**src/rtl/hdtrs_pkg.sv**
```systemverilog
package hdtrs_pkg;
  localparam int CH_W       = 10;
  localparam int N_CH       = 2;
  localparam int BUS_W      = CH_W * N_CH;
  localparam int LN_W       = 11;
  localparam int PREFIX_LEN = 3;
  localparam int IDX_W      = 3;

  localparam logic [CH_W-1:0] WORD_ONES = '1;
  localparam logic [CH_W-1:0] WORD_ZERO = '0;

  typedef enum logic [1:0] {PF_IDLE, PF_ONES, PF_Z1, PF_Z2} pf_state_e;

  // status word: marker, field/vertical/horizontal, four protection bits
  function automatic logic [CH_W-1:0] xyz_word(input logic f, input logic v, input logic h);
    return {1'b1, f, v, h, v ^ h, f ^ h, f ^ v, f ^ v ^ h, 2'b00};
  endfunction

  function automatic logic [CH_W-1:0] ln_first(input logic [LN_W-1:0] n);
    return {~n[6], n[6:0], 2'b00};
  endfunction

  function automatic logic [CH_W-1:0] ln_second(input logic [LN_W-1:0] n);
    return {4'b1000, n[10:7], 2'b00};
  endfunction
endpackage

```
**src/rtl/hdtrs_delay.sv**
```systemverilog
module hdtrs_delay #(
  parameter int DEPTH = 3,
  parameter int W     = 23
) (
  input  logic         clk,
  input  logic         rst_n,
  input  logic         adv,
  input  logic [W-1:0] din,
  output logic [W-1:0] tail
);
  logic [W-1:0] stage [DEPTH];

  for (genvar i = 0; i < DEPTH; i++) begin : g_stage
    always_ff @(posedge clk) begin
      if (!rst_n) begin
        stage[i] <= '0;
      end else if (adv) begin
        if (i == 0) stage[i] <= din;
        else        stage[i] <= stage[(i == 0) ? 0 : i-1];
      end
    end
  end

  assign tail = stage[DEPTH-1];
endmodule

```
**src/rtl/hdtrs_detect.sv**
```systemverilog
module hdtrs_detect
  import hdtrs_pkg::*;
(
  input  logic             clk,
  input  logic             rst_n,
  input  logic             adv,
  input  logic             sel_luma,
  input  logic [BUS_W-1:0] bus,
  output logic             hit,
  output logic             f,
  output logic             v,
  output logic             h
);
  logic [CH_W-1:0] word;
  pf_state_e       st;

  assign word = sel_luma ? bus[BUS_W-1 -: CH_W] : bus[CH_W-1:0];
  assign hit  = (st == PF_Z2);
  assign f    = word[CH_W-2];
  assign v    = word[CH_W-3];
  assign h    = word[CH_W-4];

  always_ff @(posedge clk) begin
    if (!rst_n) begin
      st <= PF_IDLE;
    end else if (adv) begin
      if (word == WORD_ONES)                     st <= PF_ONES;
      else if (st == PF_ONES && word == WORD_ZERO) st <= PF_Z1;
      else if (st == PF_Z1 && word == WORD_ZERO)   st <= PF_Z2;
      else                                       st <= PF_IDLE;
    end
  end

  AST_PREFIX_CLEARS: assert property (@(posedge clk) disable iff (!rst_n)
    (adv && hit && word != WORD_ONES) |=> (st == PF_IDLE));
endmodule

```
**src/rtl/hdtrs_linecnt.sv**
```systemverilog
module hdtrs_linecnt #(
  parameter int W = hdtrs_pkg::LN_W
) (
  input  logic         clk,
  input  logic         rst_n,
  input  logic         line_rst,
  input  logic         step,
  output logic [W-1:0] count
);
  logic rst_q;
  logic fall;

  assign fall = rst_q && !line_rst;

  always_ff @(posedge clk) begin
    if (!rst_n) begin
      rst_q <= 1'b0;
      count <= W'(1);
    end else begin
      rst_q <= line_rst;
      if (fall)      count <= W'(1);
      else if (step) count <= count + W'(1);
    end
  end

  AST_LINE_SET: assert property (@(posedge clk) disable iff (!rst_n)
    fall |=> (count == W'(1)));
  AST_LINE_STEP: assert property (@(posedge clk) disable iff (!rst_n)
    (step && !fall) |=> (count == W'($past(count) + W'(1))));
endmodule

```
**src/rtl/hdtrs_seq.sv**
```systemverilog
module hdtrs_seq
  import hdtrs_pkg::*;
(
  input  logic             clk,
  input  logic             rst_n,
  input  logic             adv,
  input  logic             trig,
  input  logic             t_f,
  input  logic             t_v,
  input  logic             t_h,
  input  logic             ln_allow,
  input  logic [LN_W-1:0]  line_in,
  output logic             active_now,
  output logic [IDX_W-1:0] idx_now,
  output logic             lat_f,
  output logic             lat_v,
  output logic             lat_h,
  output logic [LN_W-1:0]  line_lat
);
  localparam logic [IDX_W-1:0] TRS_LAST = IDX_W'(PREFIX_LEN);
  localparam logic [IDX_W-1:0] LN_LAST  = IDX_W'(PREFIX_LEN + 2);

  logic             run;
  logic             ln_go;
  logic [IDX_W-1:0] idx;

  assign active_now = trig || run;
  assign idx_now    = trig ? '0 : idx;

  always_ff @(posedge clk) begin
    if (!rst_n) begin
      run <= 1'b0; idx <= '0; ln_go <= 1'b0;
      lat_f <= 1'b0; lat_v <= 1'b0; lat_h <= 1'b0; line_lat <= '0;
    end else if (adv) begin
      if (trig) begin
        run <= 1'b1; idx <= IDX_W'(1);
        lat_f <= t_f; lat_v <= t_v; lat_h <= t_h;
        ln_go <= ln_allow && t_h;
        line_lat <= line_in;
      end else if (run) begin
        if ((idx == TRS_LAST && !ln_go) || idx == LN_LAST) begin
          run <= 1'b0; idx <= '0;
        end else begin
          idx <= idx + IDX_W'(1);
        end
      end
    end
  end

  AST_SEQ_START: assert property (@(posedge clk) disable iff (!rst_n)
    (adv && trig) |=> (run && idx == IDX_W'(1)));
  AST_LN_LOCK: assert property (@(posedge clk) disable iff (!rst_n)
    (adv && trig && !ln_allow) |=> !ln_go);
  AST_LN_AFTER_EAV: assert property (@(posedge clk) disable iff (!rst_n)
    (run && idx > TRS_LAST) |-> (ln_go && lat_h));
endmodule

```
**src/rtl/hd_trs_inserter.sv**
```systemverilog
module hd_trs_inserter
  import hdtrs_pkg::*;
(
  input  logic             clk,
  input  logic             rst_n,
  input  logic             trs_en,
  input  logic             ln_en,
  input  logic             detect_en,
  input  logic             det_luma,
  input  logic             line_rst,
  input  logic             in_valid,
  output logic             in_ready,
  input  logic [BUS_W-1:0] in_data,
  input  logic             in_h,
  input  logic             in_v,
  input  logic             in_f,
  output logic             out_valid,
  input  logic             out_ready,
  output logic [BUS_W-1:0] out_data
);
  localparam int BEAT_W = BUS_W + 3;
  localparam logic [IDX_W-1:0] FIRST_LN = IDX_W'(PREFIX_LEN + 1);

  logic              acc;
  logic [BEAT_W-1:0] tail;
  logic [BUS_W-1:0]  head_data;
  logic              head_h, head_v, head_f, prev_h;
  logic              det_hit, det_f, det_v, det_h;
  logic              trig, t_f, t_v, t_h;
  logic              active_now, lat_f, lat_v, lat_h;
  logic [IDX_W-1:0]  idx_now;
  logic [LN_W-1:0]   line_cnt, line_lat;
  logic [CH_W-1:0]   trs_word, ln_word;
  logic [BUS_W-1:0]  next_data;

  assign in_ready = !out_valid || out_ready;
  assign acc      = in_valid && in_ready;

  hdtrs_delay #(.DEPTH(PREFIX_LEN), .W(BEAT_W)) u_delay (
    .clk(clk), .rst_n(rst_n), .adv(acc),
    .din({in_data, in_h, in_v, in_f}), .tail(tail));

  assign head_data = tail[BEAT_W-1:3];
  assign head_h    = tail[2];
  assign head_v    = tail[1];
  assign head_f    = tail[0];

  hdtrs_detect u_detect (
    .clk(clk), .rst_n(rst_n), .adv(acc), .sel_luma(det_luma), .bus(in_data),
    .hit(det_hit), .f(det_f), .v(det_v), .h(det_h));

  always_ff @(posedge clk) begin
    if (!rst_n)   prev_h <= 1'b0;
    else if (acc) prev_h <= head_h;
  end

  assign trig = detect_en ? det_hit : (head_h != prev_h);
  assign t_f  = detect_en ? det_f : head_f;
  assign t_v  = detect_en ? det_v : head_v;
  assign t_h  = detect_en ? det_h : head_h;

  hdtrs_linecnt #(.W(LN_W)) u_line (
    .clk(clk), .rst_n(rst_n), .line_rst(line_rst),
    .step(acc && trig && t_h), .count(line_cnt));

  hdtrs_seq u_seq (
    .clk(clk), .rst_n(rst_n), .adv(acc), .trig(trig),
    .t_f(t_f), .t_v(t_v), .t_h(t_h),
    .ln_allow(ln_en && !detect_en), .line_in(line_cnt),
    .active_now(active_now), .idx_now(idx_now),
    .lat_f(lat_f), .lat_v(lat_v), .lat_h(lat_h), .line_lat(line_lat));

  always_comb begin
    unique case (idx_now)
      IDX_W'(0):          trs_word = WORD_ONES;
      IDX_W'(1),
      IDX_W'(2):          trs_word = WORD_ZERO;
      default:            trs_word = xyz_word(lat_f, lat_v, lat_h);
    endcase
  end

  assign ln_word = (idx_now == FIRST_LN) ? ln_first(line_lat) : ln_second(line_lat);

  for (genvar ch = 0; ch < N_CH; ch++) begin : g_lane
    logic [CH_W-1:0] lane_in;
    assign lane_in = head_data[ch*CH_W +: CH_W];
    assign next_data[ch*CH_W +: CH_W] =
        !active_now            ? lane_in :
        (idx_now < FIRST_LN)   ? (trs_en ? trs_word : lane_in) :
                                 ln_word;
  end

  always_ff @(posedge clk) begin
    if (!rst_n) begin
      out_valid <= 1'b0;
      out_data  <= '0;
    end else if (acc) begin
      out_valid <= 1'b1;
      out_data  <= next_data;
    end else if (out_ready) begin
      out_valid <= 1'b0;
    end
  end

  AST_HOLD_STALL: assert property (@(posedge clk) disable iff (!rst_n)
    (out_valid && !out_ready) |=> (out_valid && $stable(out_data)));
  AST_TRS_LEAD: assert property (@(posedge clk) disable iff (!rst_n)
    (acc && trig && trs_en) |=> (out_data == {N_CH{WORD_ONES}}));
  AST_QUIET_DETECT: assert property (@(posedge clk) disable iff (!rst_n)
    (acc && detect_en && !det_hit && !active_now) |=> (out_data == $past(head_data)));
endmodule

```
**config.mk**
```make
export PLATFORM = sky130hd
export DESIGN_NAME = hd_trs_inserter
export DESIGN_NICKNAME = d
export VERILOG_FILES = /design/src/rtl/hdtrs_pkg.sv /design/src/rtl/hdtrs_delay.sv /design/src/rtl/hdtrs_detect.sv /design/src/rtl/hdtrs_linecnt.sv /design/src/rtl/hdtrs_seq.sv /design/src/rtl/hd_trs_inserter.sv
export SDC_FILE = /design/constraint.sdc
export NUM_CORES = 1
export LEC_CHECK = 0
export ABC_AREA = 0
export BUFFER_PORTS_ARGS = -buffer_cell sky130_fd_sc_hd__buf_2
export CELL_PAD_IN_SITES_DETAIL_PLACEMENT = 0
export CELL_PAD_IN_SITES_GLOBAL_PLACEMENT = 1
export CORE_MARGIN = 8
export CORE_UTILIZATION = 45
export CTS_BUF_LIST = sky130_fd_sc_hd__clkbuf_8
export DETAILED_ROUTE_END_ITERATION = 8
export PLACE_DENSITY_LB_ADDON = 0.08
export SYNTH_ARGS = -nofsm -noshare
export SYNTH_HDL_FRONTEND = slang
export SYNTH_SLANG_ARGS = --single-unit
```
**constraint.sdc**
```tcl
create_clock -name clk -period 4.7 [get_ports clk]
set_clock_uncertainty 0.05 [all_clocks]
set_input_delay 0 -clock clk [delete_from_list [all_inputs] [get_ports clk]]
set_output_delay 0 -clock clk [all_outputs]
set_load 0.05 [all_outputs]
```
==> reports/qor.yml, run 1 <==
logic_synthesis:
  ys_warn_count: 0
  synth_area_mm2: 0.005480
  synth_top_area_share: 0.3781
  ys_ff_latch: 124
  synth.largest_area_cell: "edfxtp_1"
  synth_mux_area_frac: 0.01667
  synth_seq_area_share: 0.5790
  synth_common_cells: "77 x and2_1, 69 x edfxtp_1, 55 x dfxtp_1"
  syn_area_per_cell_um2: 10.83
  synthSimpleGateAreaFrac: 0.1941
  synth_compound_area_frac: 0.1425
  synthAdderAreaFrac: 0.009132
  synth_cells: 506
  synth-main-ff-cell: "edfxtp_1"
  ys_types: 53
  async_flop_share: 0
  synth_xor_area_frac: 0.02694
  synth.area.top_cells: "edfxtp_1 38%, dfxtp_1 20%, and2_1 8.8%, nand2_1 3.5%, a21boi_0 2.6%"
  synth_top_family_by_area: "simple AND/OR/NAND/NOR gates"
  synth_edf_count: 69
  syn_nets: 542
  yosysMostFrequentCell: "and2_1"
sta:
  tightest_slew_ns: 1.192
  fin_tns_setup_ns: 0
  relSlewSlack: 0.1969
  fmax_mhz: 361.8
  slew_viol_final: 0
  grt_setup_unrepaired: "false"
  finalSetupViolations: 0
  fin_ws_ns: 1.936
  hold_viol: 0
  fin_crit_sh: 0.5881
  fin_hold_ws_ns: 0.05090
  fin_crit_ns: 2.764
power:
  power_density_mw_per_mm2: 374.4
  swShare: 0.2447
  vdd_drop_max_mv: 0.2877
  switchingPower_w: 0.0005964
  clkPwrFrac: 0.384
  p_comb_frac: 0.106
  p_leak_nw: 2.549
  power_frac_seq: 0.510
  p_int_w: 0.001841
clock_tree:
  cts-resized-gates: 0
  post_cts_buffers: 0
  clk_pin_slew_worst_paths_ns: 0.07
  clock_path_buffers: 2
  cts_tree: "built"
  cts_hold_buf: 29
  cts_buffers: 17
  clockRootBuffer: "clkbuf_8"
  clk_latency_ns: 0.44
  cts_max_level: 4
  cts.sinks: 124
routing:
  vias: 3861
  wire_per_inst_um: 16.80
  drt-initial-drc-count: 277
  drc_errors: 0
  drtPass1Iterations: 6
  via_per_inst: 5.246
  route.final.wire_length_um: 12370
  ant_nets: 0
critical_path:
  crit_path_end_kind: "register"
  crit_start: "out_valid$_SDFFE_PN0P_"
  crit_end: "u_delay.stage[0][0]$_SDFFCE_PN0P_"
  critPathKind: "register to register"
  cp_num_cells: 5
  cpMaxStageDelayCell: "inv_2"
  worstPathBufferInverterCount: 2
  reg2reg_depth: 5
  max_stage_delay_ns: 0.63
  worst_r2r_startpoint: "out_valid$_SDFFE_PN0P_"
  crit_path_cell_trace: "nand2b_1 > nand2_1 > and2_1 > inv_2 > buf_4"
  crit_arrival_ns: 2.80
  crit_family: "buffers and inverters"
  cp_max_fo: 41
  crit_required_ns: 4.74
  cp-start-kind: "register"
  r2r_end: "u_delay.stage[0][0]$_SDFFCE_PN0P_"
  regToRegSetupSlack_ns: 1.94
global_routing:
  grt_pass1_vias: 3780
  grt_pass1_wl_um: 19940
  grtUsageTotal: 0.1607
  grt_max_degree: 71
  antenna_found_initial: 0
  overflow: 0
cells_and_area:
  drive_gt1_frac: 0.1562
  syn_to_final_growth_pct: 18.77
  diodes: 0
  nNetsFinal: 612
min_path:
  hp-class: "input pin to register"
placed_design:
  dp_slack_ns: 1.959
  numPortBuffers: 53
  gp_congestion: 0.7729
  detailed_place_hpwl_um: 8178
floorplanning:
  die_h_um: 126.4
  rows: 40
  die_x_um: 126.4
  die-area_mm2: 0.01597
  initial_core_util: 0.4582
  core_area_mm2: 0.01196
  io_pins: 54
run:
  maxCapViolations: 0
run_status:
  status: "completed"
-- layout make-up --
type,count,area (um2)
clock buffer,19,261.5
clock inverter,13,136.4
fill,1075,5453
inverter,11,41.29
multi-input combinational,337,2135
sequential,124,3173
tap,147,183.9
timing repair buffer,85,578.1
-- power groups by stage --
stage | Combinational [W] | Clock (W) | Sequential, W
floorplan | 0.000127 | 0 | 0.00131
global placement | 0.000239 | 0 | 0.00126
detailed placement | 0.000242 | 0 | 0.00127
CTS | 0.000261 | 0.000958 | 0.00124
global route | 0.000284 | 0.00101 | 0.00125
finish | 0.000259 | 0.000936 | 0.00124
-- kinds of logic after synthesis --
logic type	Yosys count
simple gates	197
xor+xnor	16
mux	9
buf+inv	45
fa+ha+maj	4
compound gates	111
flops	124
-- worst reg2reg max path, stage by stage, from the launching register on --
cell,delay (ns)
dfxtp_1,0.32
nand2b_1,0.18
nand2_1,0.37
and2_1,0.37
inv_2,0.63
buf_4,0.50
-- cells in the final DEF (no fill, tap or decap), types with 12 or more instances in the layout --
cell	count
nand3_1	12
nor2_1	18
dfxtp_1	55
nand2_1	51
inv_1	16
clkbuf_8	19
a21oi_1	19
dlygate4sd3_1	29
o21ai_0	25
edfxtp_1	69
buf_2	53
xor2_1	12
and2_1	77
a21boi_0	19
-- state kept, by name (all words and copies together), names as in the netlist --
signal	cells
u_seq.line_lat	11
out_data	20
u_seq.ln_go	1
u_seq.lat_f	1
u_seq.idx	3
u_delay.stage	69
u_detect.st	2
u_seq.lat_h	1
out_valid	1
u_line.rst_q	1
prev_h	1
u_seq.run	1
u_seq.lat_v	1
u_line.count	11
-- how the worst min path moves through the flow --
stage | cells after the start | from | to
finish | 3 | detect_en | u_seq.lat_f$_SDFFE_PN0P_
global route | 3 | detect_en | u_seq.lat_v$_SDFFE_PN0P_
CTS | 3 | detect_en | u_seq.lat_f$_SDFFE_PN0P_
detailed placement | 2 | line_rst | u_line.rst_q$_SDFF_PN0_
global placement | 2 | line_rst | u_line.rst_q$_SDFF_PN0_
floorplan | 1 | line_rst | u_line.rst_q$_SDFF_PN0_
-- through the flow --
stage / util / cell area, um2 / total power (W) / std cells
after global routing: 0.5441 / 6509 / 0.002542 / 736
after floorplan: - / 5480 / 0.001433 / 506
final: 0.5441 / 6509 / 0.002437 / 736
after global placement: 0.4866 / 5821 / 0.001503 / 675
after detailed placement: 0.4866 / 5821 / 0.001508 / 675
after CTS: 0.5441 / 6509 / 0.002460 / 736
-- routing by layer --
metal  global-route usage  vias to the layer above  part of all wire
met5                    0                        -                 0
met1               0.2048                     1810              0.48
met4              0.06440                        0             0.017
met3              0.04902                       16             0.043
li1                     -                     1945                 -
met2               0.2497                       90              0.46
(Power assumes the default switching activity.)
==> run 2, diff against run 1 <==
ABC_AREA = 1   (was 0)
clock period = 2.8 ns   (was 4.7 ns; I/O delays follow)
==> reports/qor.yml, run 2 <==
run_status:
  status: "completed"
min_path:
  min_from: "trs_en"
  hold_depth: 7
  hp-class: "input pin to register"
  hold-path-endpoint: "out_data[9]$_SDFFE_PN0P_"
power:
  power.total_w: 0.004285
  vdd_drop_max_mv: 0.4639
  p_leak_nw: 3.125
  power_density_mw_per_mm2: 619.1
logic_synthesis:
  synth_cells: 694
  ys_warn_count: 0
  synth_top_area_share: 0.3641
  yosysMostFrequentCell: "nand2_1"
  synth_seq_area_share: 0.5576
  syn_area_per_cell_um2: 8.200
  synth-main-ff-cell: "edfxtp_1"
  synth_area_mm2: 0.005690
  synth.area.top_cells: "edfxtp_1 36%, dfxtp_1 19%, nand2_1 13%, inv_1 7.3%, nor2_1 5.3%"
  ys_types: 37
  async_flop_share: 0
  syn_nets: 730
  synth_common_cells: "202 x nand2_1, 110 x inv_1, 81 x nor2_1"
  synth.largest_area_cell: "edfxtp_1"
  ys_ff_latch: 124
  synth_edf_count: 69
cells_and_area:
  nNetsFinal: 820
  syn_to_final_growth_pct: 21.61
  multi_input_area_mm2: 0.001997
  largest_reg_flops: 69
  top_regs: "u_delay.stage: 69 flops, out_data: 20 flops"
  drive_gt1_frac: 0.1443
  seq_area_mm2: 0.003174
  largest_register: "u_delay.stage"
  layout_commonest_cell: "nand2_1"
  most-common-layout-cells: "201 x nand2_1, 108 x inv_1, 80 x nor2_1, 69 x edfxtp_1, 54 x dfxtp_1"
  final_util: 0.5552
  fillerInstances: 1135
  diodes: 0
global_routing:
  overflow: 0
  grt_pass1_vias: 4286
  antenna_found_initial: 0
  grt_max_degree: 50
  grtUsageTotal: 0.1589
  grt_pass1_wl_um: 20420
sta:
  grt_setup_unrepaired: "false"
  fin_ws_ns: 0.3973
  finalSetupViolations: 0
  fin_crit_sh: 0.8581
  slew_viol_final: 0
  fmax_mhz: 416.2
  tightest_slew_ns: 0.5804
  relSlewSlack: 0.6121
  hold_viol: 0
  fin_crit_ns: 2.403
  fin_tns_setup_ns: 0
routing:
  wire_per_inst_um: 12.52
  via_per_inst: 4.621
  drt-initial-drc-count: 254
  route.final.wire_length_um: 12130
  drc_errors: 0
  ant_nets: 0
  drtPass1Iterations: 4
  vias: 4478
placed_design:
  gp_congestion: 0.8207
  numPortBuffers: 53
  dp_slack_ns: 0.8082
  detailed_place_hpwl_um: 8562
critical_path:
  crit_path_end_kind: "register"
  critPathKind: "register to register"
  worst_r2r_startpoint: "u_delay.stage[2][2]$_SDFFCE_PN0P_"
  reg2reg_depth: 9
  crit_arrival_ns: 2.67
  crit_top_cell: "nand2_4"
  crit_required_ns: 3.07
  crit_path_cell_trace: "inv_1 > nand2_1 > nand3_2 > nand2_4 > nand2_4 > clkinv_1 > o21ai_0 > a31oi_1 > dlygate4sd3_1"
  cp_max_fo: 22
  regToRegSetupSlack_ns: 0.40
  cpMaxStageDelayCell: "dlygate4sd3_1"
  cp-start-kind: "register"
  max_stage_delay_ns: 0.56
  r2r_end: "u_seq.lat_f$_SDFFE_PN0P_"
floorplanning:
  core_area_mm2: 0.01247
  die-area_mm2: 0.01650
  die_h_um: 128.5
  rows: 41
  io_pins: 54
  die_x_um: 128.5
  initial_core_util: 0.4565
clock_tree:
  clock_path_buffers: 2
  clk_latency_ns: 0.44
  cts_buffers: 17
  post_cts_buffers: 0
  cts_tree: "built"
  cts.sinks: 124
  clockRootBuffer: "clkbuf_8"
  clk_pin_slew_worst_paths_ns: 0.07
  cts_max_level: 4
run:
  maxCapViolations: 0
## run 2: logic make-up (layout without fill, tap and decap cells)
logic type,after synthesis,after routing,synth area share
AND/OR/NAND/NOR,338,338,0.2509
buffers and inverters,137,240,0.09235
flip-flops,124,124,0.5576
AO/OA/AOI/OAI,85,85,0.08114
XOR/XNOR,6,6,0.009235
adder cells (fa/ha/maj),4,4,0.008795
## run 2: worst max path at each step
stage | to | startpoint | depth (start not counted)
after floorplan | u_delay.stage[0][0]$_SDFFCE_PN0P_ | out_valid$_SDFFE_PN0P_ | 5
after global placement | u_delay.stage[0][19]$_SDFFCE_PN0P_ | out_valid$_SDFFE_PN0P_ | 6
after detailed placement | u_delay.stage[0][19]$_SDFFCE_PN0P_ | out_valid$_SDFFE_PN0P_ | 6
after CTS | u_seq.lat_f$_SDFFE_PN0P_ | u_delay.stage[2][2]$_SDFFCE_PN0P_ | 9
after global routing | u_seq.lat_f$_SDFFE_PN0P_ | u_delay.stage[2][2]$_SDFFCE_PN0P_ | 9
final | u_seq.lat_f$_SDFFE_PN0P_ | u_delay.stage[2][2]$_SDFFCE_PN0P_ | 9
## run 2: area by class of cell
type / instances / share of cell area
Timing Repair Buffer: 92 / 0.09582
Sequential cell: 124 / 0.4587
Tap cell: 172 / 0.03110
Clock buffer: 17 / 0.03381
Multi-Input combinational cell: 433 / 0.2886
Clock inverter: 15 / 0.02857
Inverter: 116 / 0.06346
## run 2: timing repair
item / CTS / global route
hold endpoints to repair: 45 / 0
hold buffers: 32 / 0
setup endpoints to repair: 0 / 0
gates resized for setup: 0 / 0
## run 2: worst max-delay path: cells and delay by family, from the launching register on
kind | cells | cell delay (ns)
AND/OR/NAND/NOR | 4 | 0.53
flip-flops | 1 | 0.41
AO/OA/AOI/OAI | 2 | 0.31
buffers and inverters | 3 | 0.99
## run 2: metrics by stage
| step | hold slack [ns] | std cells | cell area, um2 |
|---|---|---|---|
| after CTS | 0.05320 | 969 | 6920 |
| after floorplan | 0.05673 | 694 | 5700 |
| after global routing | 0.1565 | 969 | 6920 |
| final | 0.1092 | 969 | 6920 |
| after global placement | 0.1509 | 905 | 6168 |
| after detailed placement | 0.1604 | 905 | 6168 |
## run 2: routing by layer
layer | vias to the layer above | wire length, um | global-route usage
met5 | - | 0 | 0
met4 | 0 | 367 | 0.08951
met3 | 24 | 623 | 0.04799
met2 | 107 | 5623 | 0.2547
met1 | 1980 | 5514 | 0.1868
li1 | 2367 | - | -
## run 2: where the power goes
group | total [W] | switching, W | internal, W
clock | 0.00169 | 0.000721 | 0.000967
combinational | 0.000512 | 0.000344 | 0.000167
sequential | 0.00209 | 0.0000490 | 0.00204
